==> src/rtl/mgmt_frame_slave.sv <==
module mgmt_frame_slave #(
  parameter int DW = 16,
  parameter int AW = 5
) (
  input  logic          clk,
  input  logic          rst,
  input  logic          mdio_i,
  input  logic          host_listen,
  output logic          mdio_o,
  output logic          mdio_oe,
  output logic [AW-1:0] reg_addr,
  output logic [DW-1:0] reg_wdata,
  output logic          reg_we,
  output logic          reg_re,
  input  logic [DW-1:0] reg_rdata
);
  localparam int HDR = 2 + 2*AW;
  localparam int CW  = $clog2(DW + 1);

  typedef enum logic [2:0] {S_IDLE, S_ST, S_ADR, S_TARD, S_TAWR, S_RD, S_WR} st_t;

  st_t            state;
  logic [DW-1:0]  sh;
  logic [CW-1:0]  cnt;
  logic [AW-1:0]  addr_q;

  wire           last = (cnt == CW'(1));
  wire [DW-1:0]  nxt  = {sh[DW-2:0], mdio_i};
  wire [1:0]     op   = nxt[HDR-1:HDR-2];
  wire           hdr_done = (state == S_ADR) && last && !host_listen;

  assign reg_re    = hdr_done && (op == 2'b10);
  assign reg_addr  = (state == S_ADR) ? nxt[AW-1:0] : addr_q;
  assign reg_we    = (state == S_WR) && last && !host_listen;
  assign reg_wdata = nxt;
  assign mdio_oe   = (state == S_TARD) || (state == S_RD);
  assign mdio_o    = (state == S_RD) && sh[DW-1];

  always_ff @(posedge clk) begin
    if (rst) begin
      state  <= S_IDLE;
      cnt    <= '0;
      sh     <= '0;
      addr_q <= '0;
    end else begin
      case (state)
        S_IDLE: if (!host_listen && !mdio_i) state <= S_ST;
        S_ST: begin
          if (host_listen) state <= S_IDLE;
          else if (mdio_i) begin
            state <= S_ADR;
            cnt   <= CW'(HDR);
            sh    <= '0;
          end
        end
        S_ADR: begin
          if (host_listen) state <= S_IDLE;
          else begin
            sh  <= nxt;
            cnt <= cnt - CW'(1);
            if (last) begin
              case (op)
                2'b10: begin
                  sh    <= reg_rdata;
                  state <= S_TARD;
                end
                2'b01: begin
                  addr_q <= nxt[AW-1:0];
                  cnt    <= CW'(2);
                  state  <= S_TAWR;
                end
                default: state <= S_IDLE;
              endcase
            end
          end
        end
        S_TARD: begin
          if (!host_listen) state <= S_IDLE;
          else begin
            state <= S_RD;
            cnt   <= CW'(DW);
          end
        end
        S_RD: begin
          if (!host_listen) state <= S_IDLE;
          else begin
            sh  <= sh << 1;
            cnt <= cnt - CW'(1);
            if (last) state <= S_IDLE;
          end
        end
        S_TAWR: begin
          if (host_listen) state <= S_IDLE;
          else begin
            cnt <= cnt - CW'(1);
            if (last) begin
              state <= S_WR;
              cnt   <= CW'(DW);
            end
          end
        end
        S_WR: begin
          if (host_listen) state <= S_IDLE;
          else begin
            sh  <= nxt;
            cnt <= cnt - CW'(1);
            if (last) state <= S_IDLE;
          end
        end
        default: state <= S_IDLE;
      endcase
    end
  end

  p_strobe_excl_r7: assert property (@(posedge clk) disable iff (rst) !(reg_re && reg_we));
  p_re_then_ta_r5: assert property (@(posedge clk) disable iff (rst) reg_re |=> (mdio_oe && !mdio_o));
  p_we_single_r7: assert property (@(posedge clk) disable iff (rst) reg_we |=> (!reg_we && !mdio_oe));
  p_drive_abort_r9: assert property (@(posedge clk) disable iff (rst) (mdio_oe && !host_listen) |=> !mdio_oe);
  p_oe_rise_r10: assert property (@(posedge clk) disable iff (rst) $rose(mdio_oe) |-> (!mdio_o && $past(reg_re)));
  p_reset_quiet_r11: assert property (@(posedge clk) rst |=> (!mdio_oe && !reg_we && !reg_re));
endmodule

==> config.mk <==
export PLATFORM = sky130hd
export DESIGN_NAME = mgmt_frame_slave
export DESIGN_NICKNAME = d
export VERILOG_FILES = /design/src/rtl/mgmt_frame_slave.sv
export SDC_FILE = /design/constraint.sdc
export NUM_CORES = 1
export LEC_CHECK = 0
export ABC_AREA = 1
export BUFFER_PORTS_ARGS = -buffer_cell sky130_fd_sc_hd__buf_2
export CAP_MARGIN = 20
export CORE_ASPECT_RATIO = 0.6
export CORE_MARGIN = 5
export CORE_UTILIZATION = 40
export DETAILED_ROUTE_END_ITERATION = 8
export GPL_ROUTABILITY_DRIVEN = 0
export SETUP_SLACK_MARGIN = 0.4
export SYNTH_ARGS = -nofsm -noshare
export SYNTH_HDL_FRONTEND = slang
export SYNTH_SLANG_ARGS = --single-unit
==> constraint.sdc <==
create_clock -name clk -period 2.3 [get_ports clk]
set_input_delay 0.46 -clock clk [delete_from_list [all_inputs] [get_ports clk]]
set_output_delay 0.46 -clock clk [all_outputs]
set_load 0.005 [all_outputs]
==> impl_results.md <==
- Result of the run: finished, final reports clean
- Unrepaired setup endpoints after global routing: yes
- Clock tree from TritonCTS: built
- Relative contribution of sequential cells to total power: between 40% and 50%
- Routed vias/inst: just under 5
- Amount of wire on met2 after detailed routing: 2020 um
- Max Clock Skew: between 0.002 and 0.003 ns
- X dimension of the die: about 100 um
- Clock Root Buffer: sky130_fd_sc_hd__clkbuf_8
- Routed wl met3: 596 um
- F_max: roughly 540 MHz
- Number of buffers added by the clock tree synthesis step: 5
- Total of max-cap violations: 0
- Reported net switching power: between 400 and 500 uW
- CTS HTree Levels: 2
- Nature of the critical path startpoint: flip-flop
- Yosys warnings: 0
- Cells after synthesis: roughly 330
- Worst skew pair latency: slightly below 0.3 ns
- Cell area after technology mapping: slightly below 0.002 mm2
- P&R area growth vs syn: 17.2%
- Peak VDD IR: ~280 uV
- Detailed-routing iteration count for the pre-antenna-repair pass: 4
- Area enclosed by the die boundary: 0.00653 mm2
- Top sig layer: met4
- Via count of the routed design: between 2,000 and 2,500
- Setup Viol. Count Final: 0
- Internal cell power: roughly 960 uW
- # placed instances: 417
- Part of the total power dissipated in combinational logic: around a fifth
- Drt total wl: between 5000 and 6000 um
- Placed cell areas: approximately 0.0021 mm2
- Avg Cell Area, Syn: roughly 6 um2
- Antenna-violating nets left: 0
- Nets in the synthesized netlist: around 350
- Hold WC Path Type: reg2reg
- Slew at the pin with the worst max-slew slack: about 0.49 ns
- Number of buffers inserted for hold repair after clock tree synthesis: 0
- Share of async-settable or async-resettable flops after synthesis: 0%
- Leakage power: 1.10 nW
- Top-level port count: between 40 and 50
- Port buffer count: between 40 and 50
- Power density cells: 591 mW/mm2
- Hold Vio Cnt, Final: 0
- Main flop type after synthesis: sky130_fd_sc_hd__dfxtp_1
- Net Sw Frac: between 30% and 40%
- Per-cell routed wire length: about 13 um
- Final design area excluding fillers: 0.00233 mm2
- Flip-flop and latch count after synthesis: 29
- Core box area: 0.00468 mm2
- Largest net degree at the start of global routing: 30
- First-pass GRT wire length: approximately 9000 um
- Final HPWL from detailed placement: slightly above 4000 um
- Worst endpoint data arrival time: 1.38 ns
- Cell accounting for the most synthesized area: sky130_fd_sc_hd__dfxtp_1
- Start-to-end type of the worst setup path: reg2out
- Post-synth EDFFs: 0
- Via count of the first global-routing pass: 1,850
- Overflow left after global routing: 0
- Highest-count cells in the layout ignoring fill and taps: sky130_fd_sc_hd__nand2_1, sky130_fd_sc_hd__nor2_1, sky130_fd_sc_hd__buf_2
- Leading cell types by total area after synthesis: sky130_fd_sc_hd__dfxtp_1, sky130_fd_sc_hd__nand2_1, sky130_fd_sc_hd__nor2_1
- Critical Path Sink Type: primary output
- Share of synthesized area occupied by flip-flops and latches: 29.2%
- # diodes: 0
- Number of nets in the layout: 389
- Std-Cell Rows: 19
- Min Tclk post-route: between 1.5 and 2 ns
- DRC violation count after routing: 0
- Most common library cell in the layout ignoring fill and taps: sky130_fd_sc_hd__nand2_1
- Share of layout cells above drive strength 1: between 20% and 30%
- Setup Total Neg Slack: 0 ns
- Wire length on met1: just under 3000 um
- Netlist cell types: 27
- Number of sinks driven by the clock tree: 29
- Proportion of power drawn by the clock network: between 30% and 40%
- Initial standard-cell utilization of the core: a little over two fifths
- Clock transition at the registers of the reported paths: about 0.07 ns
- Overall routing resource usage: around 17%
- Data required time of the critical path: about 1.8 ns
- CP max FO: 7
- Die H: 64.6 um
- Headroom to the max-slew limit: between 60 and 70%
- Initial antenna violation count: 0
- Final number of max-transition violations: 0
- Crit share post-route: 80.1%
- DRC marker count from the first detailed-route iteration: 90
- Number of non-filler instances in the completed layout: approximately 430
- Largest buffer count on any clock path: 2
- Area share of the leading cell type in the synthesized netlist: 29.2%
[repair_timing]
item	CTS	global route
setup endpoints to repair	7	11
gates resized for setup	6	12
pin swaps	1	1
setup buffers	1	5
[Yosys cell counts, types with 2 or more instances]
master	n
sky130_fd_sc_hd__nand2_1	95
sky130_fd_sc_hd__nor2_1	54
sky130_fd_sc_hd__inv_1	31
sky130_fd_sc_hd__dfxtp_1	29
sky130_fd_sc_hd__o21ai_0	26
sky130_fd_sc_hd__nand3_1	21
sky130_fd_sc_hd__a21oi_1	19
sky130_fd_sc_hd__buf_4	19
sky130_fd_sc_hd__o21ai_1	6
sky130_fd_sc_hd__inv_2	5
sky130_fd_sc_hd__buf_2	3
sky130_fd_sc_hd__nor2_4	3
sky130_fd_sc_hd__buf_6	2
sky130_fd_sc_hd__clkbuf_1	2
sky130_fd_sc_hd__ha_1	2
sky130_fd_sc_hd__nand2_2	2
sky130_fd_sc_hd__nor2_2	2
[layout make-up]
class / count / area [um2]
tap: 63 / 78.8
multi-input combinational: 240 / 1100
sequential: 29 / 593
timing repair buffer: 55 / 308
clock inverter: 3 / 46.3
fill: 529 / 2350
inverter: 36 / 138
clock buffer: 5 / 68.8
[power by group through the flow]
stage	registers (mW)	clock network [mW]	logic, mW
floorplan	0.574	0	0.211
global placement	0.583	0	0.246
detailed placement	0.582	0	0.247
CTS	0.571	0.560	0.249
global route	0.575	0.580	0.300
finish	0.570	0.548	0.261
[worst paths after layout]
kind | startpoint | endpoint | slack (ns) | depth (start not counted)
setup / recovery | state[0] | reg_addr[0] | 0.46 | 7
hold / removal | sh[11] | sh[11] | 0.49 | 2
setup reg to reg | cnt[1] | addr_q[3] | 0.55 | 9
hold reg to reg | sh[11] | sh[11] | 0.49 | 2
[registers in the layout, summed over array words and instances (netlist names)]
signal,cells
sh,16
cnt,5
state,3
addr_q,5
[critical path, cell delays in order, from the launching register on]
cell                      delay [ns]
sky130_fd_sc_hd__dfxtp_4        0.36
sky130_fd_sc_hd__inv_2          0.07
sky130_fd_sc_hd__nand2_4        0.07
sky130_fd_sc_hd__nor2_4         0.16
sky130_fd_sc_hd__buf_8          0.14
sky130_fd_sc_hd__nand2_1        0.06
sky130_fd_sc_hd__o21ai_0        0.08
sky130_fd_sc_hd__buf_2          0.14
[metal layers]
layer / global-route usage, % / up-vias
met2: 20.9 / 84
li1: - / 1096
met5: 0 / -
met1: 27.9 / 941
met3: 5.89 / 7
met4: 4.64 / 0
[metrics by stage]
step | total power [mW] | hold slack (ns) | worst slack [ns] | util, %
6_report | 1.38 | 0.486 | 0.458 | 49.8
5_1_grt | 1.45 | 0.508 | 0.363 | 49.8
4_1_cts | 1.38 | 0.482 | 0.411 | 48.5
3_5_place_dp | 0.829 | 0.472 | 0.454 | 45.7
3_3_place_gp | 0.828 | 0.474 | 0.486 | 45.7
2_1_floorplan | 0.785 | 0.450 | 0.758 | -
[cells by family (layout without fill, tap and decap cells)]
logic type,count (synthesis),count (layout),synth area share [%]
XOR/XNOR,2,2,0.881
AO/OA/AOI/OAI,55,55,14.4
adder cells (fa/ha/maj),2,2,1.26
AND/OR/NAND/NOR,181,181,38.0
buffers and inverters,62,99,16.2
flip-flops,29,29,29.2
(Power assumes the default switching activity.)
